`config.mk`:
```
export PLATFORM = sky130hd
export DESIGN_NAME = regalu_core
export DESIGN_NICKNAME = d
export VERILOG_FILES = /design/src/rtl/regalu_pkg.sv /design/src/rtl/regalu_decode.sv /design/src/rtl/regalu_alu.sv /design/src/rtl/regalu_regfile.sv /design/src/rtl/regalu_core.sv
export SDC_FILE = /design/constraint.sdc
export NUM_CORES = 1
export LEC_CHECK = 0
export CAP_MARGIN = 15
export CORE_UTILIZATION = 51
export DETAILED_ROUTE_END_ITERATION = 7
export PLACE_DENSITY = 0.75
export SLEW_MARGIN = 5
export SYNTH_ARGS = -nofsm -noshare
export SYNTH_HDL_FRONTEND = slang
export SYNTH_SLANG_ARGS = --single-unit
```
`constraint.sdc`:
```
create_clock -name clk -period 11.85 [get_ports clk]
set_input_delay 1.185 -clock clk [delete_from_list [all_inputs] [get_ports clk]]
set_output_delay 1.185 -clock clk [all_outputs]
set_load 0.01 [all_outputs]
```
`src/rtl/regalu_pkg.sv`:
```
package regalu_pkg;

  localparam int OPC_W  = 8;
  localparam int FLG_W  = 8;
  localparam int NIB_W  = 4;
  localparam int RCODE_W = 3;
  localparam int NUM_GPR = 6;

  // flag bit positions inside the packed flags byte
  localparam int FLAG_Z = 7;
  localparam int FLAG_N = 6;
  localparam int FLAG_H = 5;
  localparam int FLAG_C = 4;

  localparam logic [RCODE_W-1:0] RCODE_MEM = 3'd6;
  localparam logic [RCODE_W-1:0] RCODE_A   = 3'd7;

  typedef enum logic [1:0] {PH_T1, PH_T2, PH_T3, PH_T4} phase_e;

  typedef enum logic [3:0] {
    OP_NOP, OP_ADD, OP_ADC, OP_SUB, OP_SBC,
    OP_AND, OP_XOR, OP_OR,  OP_CP,  OP_INC, OP_DEC
  } alu_op_e;

  typedef struct packed {
    alu_op_e              op;
    logic                 load_tmp;
    logic                 store;
    logic [RCODE_W-1:0]   src;
    logic [RCODE_W-1:0]   dst;
  } ctl_t;

endpackage

```
`src/rtl/regalu_decode.sv`:
```
module regalu_decode
  import regalu_pkg::*;
(
  input  logic [OPC_W-1:0] ir,
  output ctl_t             ctl
);

  logic [1:0]         grp_hi;
  logic [RCODE_W-1:0] mid;
  logic [RCODE_W-1:0] low;

  assign grp_hi = ir[7:6];
  assign mid    = ir[5:3];
  assign low    = ir[2:0];

  always_comb begin
    ctl.op       = OP_NOP;
    ctl.load_tmp = 1'b0;
    ctl.store    = 1'b0;
    ctl.src      = '0;
    ctl.dst      = '0;
    if (grp_hi == 2'b10 && low != RCODE_MEM) begin
      // accumulator group: mid selects the operation, low the source
      ctl.load_tmp = 1'b1;
      ctl.src      = low;
      ctl.dst      = RCODE_A;
      ctl.store    = (mid != 3'd7);
      unique case (mid)
        3'd0: ctl.op = OP_ADD;
        3'd1: ctl.op = OP_ADC;
        3'd2: ctl.op = OP_SUB;
        3'd3: ctl.op = OP_SBC;
        3'd4: ctl.op = OP_AND;
        3'd5: ctl.op = OP_XOR;
        3'd6: ctl.op = OP_OR;
        default: ctl.op = OP_CP;
      endcase
    end else if (grp_hi == 2'b00 && mid != RCODE_MEM &&
                 (low == 3'b100 || low == 3'b101)) begin
      // step group: register is both source and destination
      ctl.op       = low[0] ? OP_DEC : OP_INC;
      ctl.load_tmp = 1'b1;
      ctl.store    = 1'b1;
      ctl.src      = mid;
      ctl.dst      = mid;
    end
  end

endmodule

```
`src/rtl/regalu_alu.sv`:
```
module regalu_alu
  import regalu_pkg::*;
#(
  parameter int DATA_W = 8
) (
  input  alu_op_e           op,
  input  logic [DATA_W-1:0] opa,
  input  logic [DATA_W-1:0] opb,
  input  logic [FLG_W-1:0]  flags_in,
  output logic [DATA_W-1:0] result,
  output logic [FLG_W-1:0]  flags_out
);

  localparam logic [DATA_W:0] ONE_W = (DATA_W+1)'(1);
  localparam logic [NIB_W:0]  ONE_N = (NIB_W+1)'(1);

  logic [DATA_W:0] wide;
  logic [NIB_W:0]  nib;
  logic            ci;
  logic            fz, fn, fh, fc, upd;
  logic [DATA_W:0] wa, wb, wci;
  logic [NIB_W:0]  na, nb, nci;

  assign wa  = {1'b0, opa};
  assign wb  = {1'b0, opb};
  assign na  = {1'b0, opa[NIB_W-1:0]};
  assign nb  = {1'b0, opb[NIB_W-1:0]};
  assign wci = {{DATA_W{1'b0}}, ci};
  assign nci = {{NIB_W{1'b0}}, ci};

  always_comb begin
    ci = 1'b0;
    if (op == OP_ADC || op == OP_SBC) ci = flags_in[FLAG_C];
  end

  always_comb begin
    wide = wb;
    nib  = '0;
    fn   = 1'b0;
    fh   = 1'b0;
    fc   = 1'b0;
    upd  = 1'b1;
    unique case (op)
      OP_ADD, OP_ADC: begin
        wide = wa + wb + wci;
        nib  = na + nb + nci;
        fh   = nib[NIB_W];
        fc   = wide[DATA_W];
      end
      OP_SUB, OP_SBC, OP_CP: begin
        wide = wa - wb - wci;
        nib  = na - nb - nci;
        fn   = 1'b1;
        fh   = nib[NIB_W];
        fc   = wide[DATA_W];
      end
      OP_AND: begin
        wide = wa & wb;
        fh   = 1'b1;
      end
      OP_XOR: wide = wa ^ wb;
      OP_OR:  wide = wa | wb;
      OP_INC: begin
        wide = wb + ONE_W;
        nib  = nb + ONE_N;
        fh   = nib[NIB_W];
        fc   = flags_in[FLAG_C];
      end
      OP_DEC: begin
        wide = wb - ONE_W;
        nib  = nb - ONE_N;
        fn   = 1'b1;
        fh   = nib[NIB_W];
        fc   = flags_in[FLAG_C];
      end
      default: upd = 1'b0;
    endcase
  end

  assign fz     = (wide[DATA_W-1:0] == '0);
  assign result = wide[DATA_W-1:0];

  always_comb begin
    flags_out = '0;
    if (upd) begin
      flags_out[FLAG_Z] = fz;
      flags_out[FLAG_N] = fn;
      flags_out[FLAG_H] = fh;
      flags_out[FLAG_C] = fc;
    end else begin
      flags_out[FLAG_Z] = flags_in[FLAG_Z];
      flags_out[FLAG_N] = flags_in[FLAG_N];
      flags_out[FLAG_H] = flags_in[FLAG_H];
      flags_out[FLAG_C] = flags_in[FLAG_C];
    end
  end

endmodule

```
`src/rtl/regalu_regfile.sv`:
```
module regalu_regfile
  import regalu_pkg::*;
#(
  parameter int DATA_W = 8
) (
  input  logic                       clk,
  input  logic                       rst,
  input  logic                       we,
  input  logic [RCODE_W-1:0]         waddr,
  input  logic [DATA_W-1:0]          wdata,
  input  logic [RCODE_W-1:0]         raddr,
  output logic [DATA_W-1:0]          rdata,
  output logic [DATA_W-1:0]          acc_o,
  output logic [NUM_GPR*DATA_W-1:0]  gpr_o
);

  localparam int NREG = 1 << RCODE_W;

  logic [DATA_W-1:0] regs [NREG];

  always_ff @(posedge clk) begin
    if (rst) begin
      for (int i = 0; i < NREG; i++) regs[i] <= '0;
    end else if (we) begin
      regs[waddr] <= wdata;
    end
  end

  assign rdata = regs[raddr];
  assign acc_o = regs[RCODE_A];

  for (genvar g = 0; g < NUM_GPR; g++) begin : g_lane
    assign gpr_o[g*DATA_W +: DATA_W] = regs[g];
  end

endmodule

```
`src/rtl/regalu_core.sv`:
```
module regalu_core
  import regalu_pkg::*;
#(
  parameter int ADDR_W = 16,
  parameter int DATA_W = 8
) (
  input  logic                       clk,
  input  logic                       rst,
  output logic [ADDR_W-1:0]          mem_addr,
  output logic                       mem_req,
  input  logic [OPC_W-1:0]           mem_rdata,
  output logic [DATA_W-1:0]          acc_o,
  output logic [FLG_W-1:0]           flags_o,
  output logic [NUM_GPR*DATA_W-1:0]  gpr_o
);

  phase_e              phase_q;
  logic [ADDR_W-1:0]   pc_q;
  logic [OPC_W-1:0]    ir_q;
  logic [DATA_W-1:0]   temp_q;
  logic [FLG_W-1:0]    flags_q;
  ctl_t                ctl;
  logic [DATA_W-1:0]   rd_data;
  logic [DATA_W-1:0]   alu_res;
  logic [FLG_W-1:0]    alu_flags;
  logic                rf_we;

  regalu_decode u_dec (
    .ir  (ir_q),
    .ctl (ctl)
  );

  regalu_alu #(.DATA_W(DATA_W)) u_alu (
    .op        (ctl.op),
    .opa       (acc_o),
    .opb       (temp_q),
    .flags_in  (flags_q),
    .result    (alu_res),
    .flags_out (alu_flags)
  );

  assign rf_we = (phase_q == PH_T4) && ctl.store;

  regalu_regfile #(.DATA_W(DATA_W)) u_rf (
    .clk   (clk),
    .rst   (rst),
    .we    (rf_we),
    .waddr (ctl.dst),
    .wdata (alu_res),
    .raddr (ctl.src),
    .rdata (rd_data),
    .acc_o (acc_o),
    .gpr_o (gpr_o)
  );

  always_ff @(posedge clk) begin
    if (rst) begin
      phase_q  <= PH_T1;
      pc_q     <= '0;
      mem_addr <= '0;
      mem_req  <= 1'b0;
      ir_q     <= '0;
      temp_q   <= '0;
      flags_q  <= '0;
    end else begin
      unique case (phase_q)
        PH_T1: begin
          mem_addr <= pc_q;
          mem_req  <= 1'b1;
          phase_q  <= PH_T2;
        end
        PH_T2: begin
          mem_req <= 1'b0;
          ir_q    <= mem_rdata;
          pc_q    <= pc_q + ADDR_W'(1);
          phase_q <= PH_T3;
        end
        PH_T3: begin
          if (ctl.load_tmp) temp_q <= rd_data;
          phase_q <= PH_T4;
        end
        default: begin
          flags_q <= alu_flags;
          phase_q <= PH_T1;
        end
      endcase
    end
  end

  assign flags_o = flags_q;

endmodule

```
==> reports/qor.yml, run 1 <==
postCtsHoldBufs: 0
mappedNetlistArea_mm2: 0.00705
maxSlewViolCount: 0
n_antenna_cell: 0
setup_viol: 0
numPortBuffers: 86
post_synth_xor_area_fraction_pct: 3.85
via_per_inst: 5.98
yosysSeqAreaShare_pct: 42.9
avgSynthCellArea_um2: 9.37
vias: 6081
crit_top_cell: "fa_1"
grt-busiest-layer: "met2"
ys_ff_latch: 119
grt_max_degree: 54
wl_per_cell_um: 20.3
die_x_um: 120
synth_top_family_by_area: "simple AND/OR/NAND/NOR gates"
gp_congestion: 0.877
drt_iter0_drc: 525
clkPwrFrac_pct: 38.3
synth_warnings: 0
hp-class: "reg -> reg"
io_pins: 91
tightest_slew_ns: 1.18
critPathKind: "reg -> reg"
numCtsBuffers: 17
combPwrFrac_pct: 25.2
worstSkewPairLatency_ns: 0.42
cp_max_fo: 11
synth_ff_type: "edfxtp_1"
worstPathCellList: "inv_1, ha_1, or2_1, a32oi_1, nand3_1, fa_1, fa_1, or2_2, a21oi_2, xnor2_1, a221oi_1, o221ai_1, o22ai_2, nand4_1, and4b_1, a32o_1"
max_cap_viol_count: 0
dieArea_mm2: 0.0143
peakVddDrop_mv: 0.145
finalHoldViolCount: 0
cts_tree: "built"
worstSetupStartpointType: "register"
core_mm2: 0.0133
rsz0062_at_grt: "no"
seqPwrFrac_pct: 36.5
synth_adder_area_share_pct: 9.59
cpPeakStageDelay_ns: 0.74
synth_compound_area_share_pct: 14.5
antenna_found_initial: 0
required_ns: 12.21
cts.clk_slew.worst_paths_ns: 0.06
crit_buf_inv: 1
cts_sinks: 119
place_hpwl_um: 14700
post-route-period-util_pct: 43.8
route.detailed.drc: 0
root_buffer: "clkbuf_16"
postCtsSetupBuffers: 0
initial_core_util_pct: 52.8
p_int_mw: 0.895
min_period_ns: 5.19
met1_usage_pct: 40.1
synth_cells: 752
swShare_pct: 32.3
power.leakage_nw: 3.30
grt_pass1_wl_um: 31700
cp_slowest_cell: "a32oi_1"
dr.pass1.iters: 7
cp_top_family: "compound AO/OA/AOI/OAI gates"
cts_buffer_depth: 2
async_flop_share_pct: 0
place_inst: 985
power_density_mw_per_mm2: 154
die_y_um: 120
max_freq_mhz: 193
fin_skew_ns: 0.00922
drive_gt1_share_pct: 7.49
met2_usage_pct: 45.0
num_rows: 42
final_cell_count_no_fill: 1017
synth-simple-area-share_pct: 20.5
netlist-cell-type-count: 72
cts_resized: 0
grt_usage_pct: 29.6
outcome: "completed"
end_kind: "register"
first_global_vias: 5754
cp.arrival_ns: 5.55
htree_levels: 4
synth-edff-count: 64
nets: 890
met3_usage_pct: 5.89
p_switching_mw: 0.428
maxSlewHeadroom_pct: 21.4
wirelength_um: 20700
tns_ns: 0
grt.overflow.total: 0
area_growth_pct: 21.5
drtAntennaViolNets: 0
synthMuxAreaShare_pct: 3.83
-- Yosys cell counts (5+ instances only) --
library cell / n / area share (%)
mux2i_1: 27 / 3.8
nand4_1: 5 / 0.44
and2_1: 5 / 0.44
buf_2: 7 / 0.50
nor2_1: 139 / 7.4
a311oi_1: 9 / 1.1
o21bai_1: 5 / 0.53
a211oi_1: 10 / 1.1
o211ai_1: 11 / 1.2
ha_1: 46 / 8.2
clkbuf_1: 16 / 0.85
xnor2_1: 14 / 1.7
edfxtp_1: 64 / 27
a21o_1: 5 / 0.53
nor3_1: 12 / 0.85
nand3_1: 19 / 1.3
and3_1: 17 / 1.5
dfxtp_1: 55 / 16
inv_1: 38 / 2.0
o21ai_0: 15 / 1.1
fa_1: 5 / 1.4
a21oi_1: 16 / 1.1
xor2_1: 17 / 2.1
buf_4: 8 / 0.85
a31oi_1: 12 / 1.1
nand2_1: 101 / 5.4
-- layout make-up --
class / instances / area [um2]
Fill cell: 1085 / 4780
Sequential cell: 119 / 3020
Inverter: 38 / 143
Multi-Input combinational cell: 563 / 3710
Clock buffer: 24 / 536
Timing Repair Buffer: 90 / 886
Clock inverter: 7 / 51.3
Tap cell: 176 / 220
-- metrics by stage --
step	setup slack (ns)	util, %	power, mW	hold WS, ns	instance area [um2]
5_1_grt	6.29	64.2	1.37	0.524	8560
4_1_cts	6.69	64.1	1.32	0.496	8560
3_3_place_gp	6.89	59.7	0.809	0.473	7970
3_5_place_dp	6.70	59.7	0.817	0.483	7970
6_report	6.66	64.2	1.32	0.489	8560
2_1_floorplan	7.57	-	0.722	0.464	7060
-- flip-flops by register name, summed over array words and instances, names as in the netlist --
register and count:
u_rf.regs 64, mem_addr 16, pc_q 16, ir_q 8, temp_q 8, flags_o 4, phase_q 2, mem_req 1
-- cells by family after synthesis --
logic type,count (synthesis)
other cells,1
flops,119
mux,27
simple gates,320
xor+xnor,31
compound gates,130
buf+inv,73
fa+ha+maj,51
-- worst register-to-register path, stage by stage (launching register included) --
cell	delay (ns)
dfxtp_1	0.46
inv_1	0.13
ha_1	0.29
or2_1	0.29
a32oi_1	0.74
nand3_1	0.24
fa_1	0.48
fa_1	0.44
or2_2	0.34
a21oi_2	0.22
xnor2_1	0.09
a221oi_1	0.26
o221ai_1	0.18
o22ai_2	0.42
nand4_1	0.15
and4b_1	0.29
a32o_1	0.12
-- cell usage in the layout, fill, tap and decap left out, types with 4 or more instances in the layout --
master	instances
nand2_1	101
nor3_1	12
a211oi_1	10
o21ai_0	15
o21bai_1	5
nor2_1	139
a221o_1	4
clkdlybuf4s50_1	85
nand3_1	19
edfxtp_1	64
and2_1	5
xor2_1	17
fa_1	5
o22ai_2	4
mux2i_1	27
o211ai_1	11
ha_1	46
dfxtp_1	55
nand4_1	5
and3_1	17
inv_1	38
a31oi_1	12
conb_1	4
buf_4	4
a21oi_1	16
a21o_1	5
a311oi_1	9
xnor2_1	14
clkbuf_16	20
-- path summary, 6_finish.rpt --
| path | from | to | slack [ns] | cells after the start |
|---|---|---|---|---|
| worst max-delay path | ir_q[3]$_SDFFE_PP0P_ | flags_o[7]$_SDFFE_PP0P_ | 6.66 | 16 |
| worst min-delay path | mem_addr[13]$_SDFFE_PP0P_ | mem_addr[13]$_SDFFE_PP0P_ | 0.49 | 2 |
| worst max register to register | ir_q[3]$_SDFFE_PP0P_ | flags_o[7]$_SDFFE_PP0P_ | 6.66 | 16 |
| worst min register to register | mem_addr[13]$_SDFFE_PP0P_ | mem_addr[13]$_SDFFE_PP0P_ | 0.49 | 2 |
-- power groups by stage --
stage / combinational, mW / sequential, mW / clock, mW
final: 0.334 / 0.483 / 0.506
after global routing: 0.357 / 0.485 / 0.527
after CTS: 0.329 / 0.482 / 0.509
after detailed placement: 0.326 / 0.490 / 0
after global placement: 0.320 / 0.489 / 0
after floorplan: 0.237 / 0.485 / 0
-- metal layers --
metal	wire, um	vias up
li1	-	2793
met1	8770	2898
met2	9370	334
met3	1780	56
met4	750	0
met5	0	-
Power figures use the tool's default switching activity.
==> inputs of run 2 (changes only) <==
==> constraint.sdc (replaced) <==
create_clock -name clk -period 5.35 [get_ports clk]
set_input_delay 0.535 -clock clk [delete_from_list [all_inputs] [get_ports clk]]
set_output_delay 0.535 -clock clk [all_outputs]
set_load 0.01 [all_outputs]
==> reports/qor.yml, run 2 (synthesis results as in run 1) <==
r2r_start: "ir_q[3]$_SDFFE_PP0P_"
numCtsBuffers: 17  # unchanged
setup_viol: 0  # unchanged
grt_usage_pct: 29.8  # +0.24 points
die_y_um: 120  # unchanged
place_inst: 988  # +0.30%
dieArea_mm2: 0.0143  # unchanged
largest_reg_flops: 64  # unchanged
maxSlewViolCount: 0  # unchanged
cts_sinks: 119  # unchanged
postCtsHoldBufs: 0  # unchanged
layout_common_cells: "139 x nor2_1, 101 x nand2_1, 85 x clkdlybuf4s50_1, 64 x edfxtp_1, 55 x dfxtp_1"
whs_endpoint: "mem_addr[10]$_SDFFE_PP0P_"
regMostFlops: "u_rf.regs"
cp_max_fo: 9  # -2
tightest_slew_ns: 1.11  # -0.0634 ns
num_rows: 42  # unchanged
worst_slack_ns: 0.376  # -6.28 ns
postCtsSetupBuffers: 0  # unchanged
final_cell_count_no_fill: 1020  # +0.29%
die_x_um: 120  # unchanged
combPwrFrac_pct: 24.8  # -0.4 points
power_density_mw_per_mm2: 350  # +130%
gp_congestion: 0.940  # +7.2%
wirelength_um: 20500  # -1.1%
drive_gt1_share_pct: 8.06  # +0.57 points
cp.arrival_ns: 5.34  # -0.21 ns
dr.pass1.iters: 5  # -2
drtAntennaViolNets: 0  # unchanged
worstSkewPairLatency_ns: 0.43  # about the same
p_int_mw: 2.04  # +130%
cts.clk_slew.worst_paths_ns: 0.06  # about the same
nets: 892  # +0.22%
maxSlewHeadroom_pct: 25.7  # +4.2 points
p_switching_mw: 0.972  # +130%
seqPwrFrac_pct: 35.5  # -1.0 points
htree_levels: 4  # unchanged
core_mm2: 0.0133  # unchanged
area_growth_pct: 22.3
initial_core_util_pct: 52.8  # unchanged
io_pins: 91  # unchanged
r2r_cells: 19  # +3
worstSetupStartpointType: "register"
clkPwrFrac_pct: 39.7  # +1.4 points
critPathKind: "reg -> reg"
hp-class: "reg -> reg"
rsz0062_at_grt: "no"
numPortBuffers: 86  # unchanged
first_global_vias: 5953  # +3.5%
wl_per_cell_um: 20.1  # -1.3%
required_ns: 5.71  # -6.50 ns
holdPathStages: 2  # unchanged
grt_max_degree: 54  # unchanged
tns_ns: 0  # unchanged
n_antenna_cell: 0  # unchanged
power.leakage_nw: 3.34  # +1.1%
post-route-period-util_pct: 93.0  # +49 points
min_period_ns: 4.97  # -0.220 ns
antenna_found_initial: 0  # unchanged
outcome: "completed"
max_cap_viol_count: 0  # unchanged
top_regs: "u_rf.regs (64), mem_addr (16), pc_q (16)"
cts_buffer_depth: 2  # unchanged
reg2reg_to: "flags_o[7]$_SDFFE_PP0P_"
swShare_pct: 32.2  # -0.10 points
finalPower_mw: 3.01  # +130%
max_freq_mhz: 201  # +4.4%
peakVddDrop_mv: 0.266  # +83%
min_from: "mem_addr[10]$_SDFFE_PP0P_"
r2r_slack_ns: 0.38  # -6.28 ns
cts_tree: "built"
route.detailed.drc: 0  # unchanged
finalHoldViolCount: 0  # unchanged
cts_resized: 0  # unchanged
end_kind: "register"
grt.overflow.total: 0  # unchanged
grt_pass1_wl_um: 32300  # +1.9%
place_ws_ns: 0.513  # -6.19 ns
place_hpwl_um: 14500  # -1.1%
vias: 6097  # +0.26%
fin_skew_ns: 0.0109  # +0.00166 ns
root_buffer: "clkbuf_16"
drt_iter0_drc: 675  # +29%
final_common_cell: "nor2_1"
via_per_inst: 5.98  # about the same
## run 2: cell count changes in the layout (fill, tap and decap cells not counted)
cell	before	now
bufinv_16	0	1
clkinv_2	1	4
inv_6	2	3
clkbuf_1	2	0
clkbuf_8	2	0
inv_8	0	1
buf_4	4	6
clkinvlp_4	1	0
clkbuf_16	20	21
inv_4	2	1
## run 2: worst max path at each step
stage | from | to | slack [ns] | cells past startpoint
after CTS | ir_q[3]$_SDFFE_PP0P_ | flags_o[7]$_SDFFE_PP0P_ | 0.45 | 19
final | ir_q[3]$_SDFFE_PP0P_ | flags_o[7]$_SDFFE_PP0P_ | 0.38 | 19
after global placement | ir_q[3]$_SDFFE_PP0P_ | flags_o[7]$_SDFFE_PP0P_ | 0.65 | 19
after floorplan | ir_q[3]$_SDFFE_PP0P_ | flags_o[7]$_SDFFE_PP0P_ | 1.07 | 20
after detailed placement | ir_q[3]$_SDFFE_PP0P_ | flags_o[7]$_SDFFE_PP0P_ | 0.51 | 19
after global routing | ir_q[3]$_SDFFE_PP0P_ | flags_o[7]$_SDFFE_PP0P_ | 0.09 | 19
## run 2: metrics by stage
stage               hold slack, ns  utilization (%)  cell area [um2]
global placement             0.475             59.8             7990
floorplan                    0.464                -             7060
CTS                          0.496             64.6             8620
finish                       0.491             64.6             8620
global route                 0.514             64.6             8620
detailed placement           0.480             59.9             7990
## run 2: cell type report
class                           count  area, um2
Sequential cell                   119       3020
Clock inverter                     11        103
Multi-Input combinational cell    563       3710
Fill cell                        1094       4730
Tap cell                          176        220
Clock buffer                       21        526
Timing Repair Buffer               92        901
Inverter                           38        143
## run 2: power by group through the flow
stage	sequential (mW)	clock, mW	combinational (mW)
after global routing	1.08	1.23	0.802
after detailed placement	1.09	0	0.726
after CTS	1.07	1.20	0.735
after floorplan	1.08	0	0.525
after global placement	1.08	0	0.715
final	1.07	1.20	0.748
## run 2: worst max-delay path, cell delays in order (launching register included)
cell,delay [ns]
dfxtp_1,0.38
inv_1,0.14
ha_1,0.28
nand2_1,0.13
and2_1,0.28
a22oi_4,0.35
nand3_1,0.11
o21ai_0,0.10
nand3_1,0.15
fa_1,0.43
fa_1,0.44
or2_2,0.35
a21oi_2,0.24
xnor2_1,0.10
a221oi_1,0.25
o221ai_1,0.18
o22ai_2,0.46
nand4_1,0.14
and4b_1,0.28
a32o_1,0.12
## run 2: layer usage
metal	global-route usage, %	up-vias	part of all wire [%]
met2	46.1	303	46
met1	40.8	2949	43
met4	11.6	0	2.7
met3	6.27	45	8.4
li1	-	2800	-
met5	0	-	0
==> inputs of run 3 (changes only) <==
--- a/config.mk
+++ b/config.mk
@@ -6,9 +6,9 @@
 export NUM_CORES = 1
 export LEC_CHECK = 0
 export CAP_MARGIN = 15
-export CORE_UTILIZATION = 51
+export CORE_UTILIZATION = 40
 export DETAILED_ROUTE_END_ITERATION = 7
-export PLACE_DENSITY = 0.75
+export PLACE_DENSITY = 0.61
 export SLEW_MARGIN = 5
 export SYNTH_ARGS = -nofsm -noshare
 export SYNTH_HDL_FRONTEND = slang
==> reports/qor.yml, run 3 (synthesis results as in run 1) <==
critPathKind: "reg -> reg"
final_common_cell: "nor2_1"
cts_buffer_depth: 2  # unchanged
num_rows: 48  # +14%
fin_skew_ns: 0.00838  # -0.00249 ns
nFillCells: 1576  # +44%
route.detailed.drc: 0  # unchanged
wirelength_um: 20300  # -0.83%
hp-class: "reg -> reg"
htree_levels: 4  # unchanged
cts_resized: 0  # unchanged
wl_per_cell_um: 18.9  # -5.5%
finalPower_mw: 2.97  # -1.4%
drive_gt1_share_pct: 8.04  # -0.019 points
maxSlewViolCount: 0  # unchanged
tightest_slew_ns: 1.12  # +0.00391 ns
vias: 5887  # -3.4%
io_pins: 91  # unchanged
tns_ns: 0  # unchanged
postCtsHoldBufs: 0  # unchanged
power.leakage_nw: 3.32  # -0.61%
die_x_um: 135  # +13%
nets: 894  # +0.22%
core_mm2: 0.0172  # +29%
seqCellArea_mm2: 0.00302  # unchanged
postCtsSetupBuffers: 0  # unchanged
cts_sinks: 119  # unchanged
worstSkewPairLatency_ns: 0.41  # -0.02 ns
rsz0062_at_grt: "no"
grt.overflow.total: 0  # unchanged
required_ns: 5.70  # about the same
die_y_um: 135  # +13%
maxSlewHeadroom_pct: 25.3  # -0.41 points
max_freq_mhz: 205  # +1.8%
peakVddDrop_mv: 0.207  # -22%
initial_core_util_pct: 40.9  # -12 points
max_cap_viol_count: 0  # unchanged
dieArea_mm2: 0.0182  # +27%
cp_max_fo: 9  # unchanged
gp_congestion: 0.861  # -8.5%
post-route-period-util_pct: 91.3  # -1.7 points
cts.clk_slew.worst_paths_ns: 0.06  # about the same
first_global_vias: 5762  # -3.2%
via_per_inst: 5.50  # -8.0%
dr.pass1.iters: 5  # unchanged
grt_usage_pct: 23.3  # -6.5 points
drtAntennaViolNets: 0  # unchanged
area_growth_pct: 23.1
numCtsBuffers: 17  # unchanged
min_period_ns: 4.88  # -0.0891 ns
power_density_mw_per_mm2: 343  # -2.0%
cp.arrival_ns: 5.23  # -0.11 ns
layout_common_cells: "139 x nor2_1, 101 x nand2_1, 85 x clkdlybuf4s50_1, 64 x edfxtp_1, 55 x dfxtp_1"
outcome: "completed"
root_buffer: "clkbuf_16"
worstSetupStartpointType: "register"
end_kind: "register"
finalHoldViolCount: 0  # unchanged
antenna_found_initial: 0  # unchanged
place_hpwl_um: 14700  # +0.82%
n_antenna_cell: 0  # unchanged
grt_max_degree: 53  # -1.9%
largest_reg_flops: 64  # unchanged
top_regs: "u_rf.regs (64), mem_addr (16), pc_q (16)"
numPortBuffers: 86  # unchanged
multiInputGateArea_mm2: 0.00371  # unchanged
regMostFlops: "u_rf.regs"
grt_pass1_wl_um: 31800  # -1.4%
cts_tree: "built"
drt_iter0_drc: 518  # -23%
setup_viol: 0  # unchanged
[run 3: area by class of cell]
class / count / share of cell area, %
timing repair buffer: 94 / 10.6
clock inverter: 15 / 2.06
multi-input combinational: 563 / 42.7
inverter: 38 / 1.64
tap: 225 / 3.25
clock buffer: 17 / 4.90
sequential: 119 / 34.9
[run 3: where the power goes]
part / internal, mW / switching [mW] / total (mW)
registers: 1.01 / 0.0624 / 1.07
logic: 0.283 / 0.465 / 0.748
clock network: 0.732 / 0.421 / 1.15
total: 2.02 / 0.948 / 2.97
[run 3: final timing paths]
check	startpoint	slack, ns	depth (start not counted)	endpoint
worst min register to register	mem_addr[6]$_SDFFE_PP0P_	0.49	2	mem_addr[6]$_SDFFE_PP0P_
worst max register to register	ir_q[3]$_SDFFE_PP0P_	0.47	19	flags_o[7]$_SDFFE_PP0P_
worst max-delay path	ir_q[3]$_SDFFE_PP0P_	0.47	19	flags_o[7]$_SDFFE_PP0P_
worst min-delay path	mem_addr[6]$_SDFFE_PP0P_	0.49	2	mem_addr[6]$_SDFFE_PP0P_
[run 3: worst max-delay path, stage by stage, from the launching register on]
cell and delay [ns]:
dfxtp_1 0.38, inv_1 0.14, ha_1 0.27, nand2_1 0.13
and2_1 0.29, a22oi_4 0.38, nand3_1 0.11, o21ai_0 0.10
nand3_1 0.14, fa_1 0.43, fa_1 0.44, or2_2 0.34
a21oi_2 0.23, o21bai_1 0.10, a21oi_1 0.23, xnor2_1 0.10
a221o_1 0.34, o22ai_4 0.30, and4b_1 0.25, a32o_1 0.12
[run 3: layer usage]
| metal | GRT usage (%) | part of all wire (%) | vias up |
|---|---|---|---|
| met4 | 6.62 | 1.8 | 0 |
| met2 | 38.8 | 48 | 212 |
| met5 | 0 | 0 | - |
| li1 | - | - | 2803 |
| met1 | 30.5 | 44 | 2848 |
| met3 | 4.69 | 6.4 | 24 |
[run 3: stage by stage]
stage / std cells / area, um2 / util, % / hold WS [ns] / setup WS (ns)
after global routing: 1071 / 8670 / 50.3 / 0.534 / 0.0792
after CTS: 1071 / 8670 / 50.3 / 0.497 / 0.518
after detailed placement: 1039 / 8070 / 46.8 / 0.482 / 0.575
final: 1071 / 8670 / 50.3 / 0.493 / 0.465
after global placement: 1039 / 8070 / 46.8 / 0.478 / 0.657
after floorplan: 755 / 7060 / - / 0.464 / 1.07
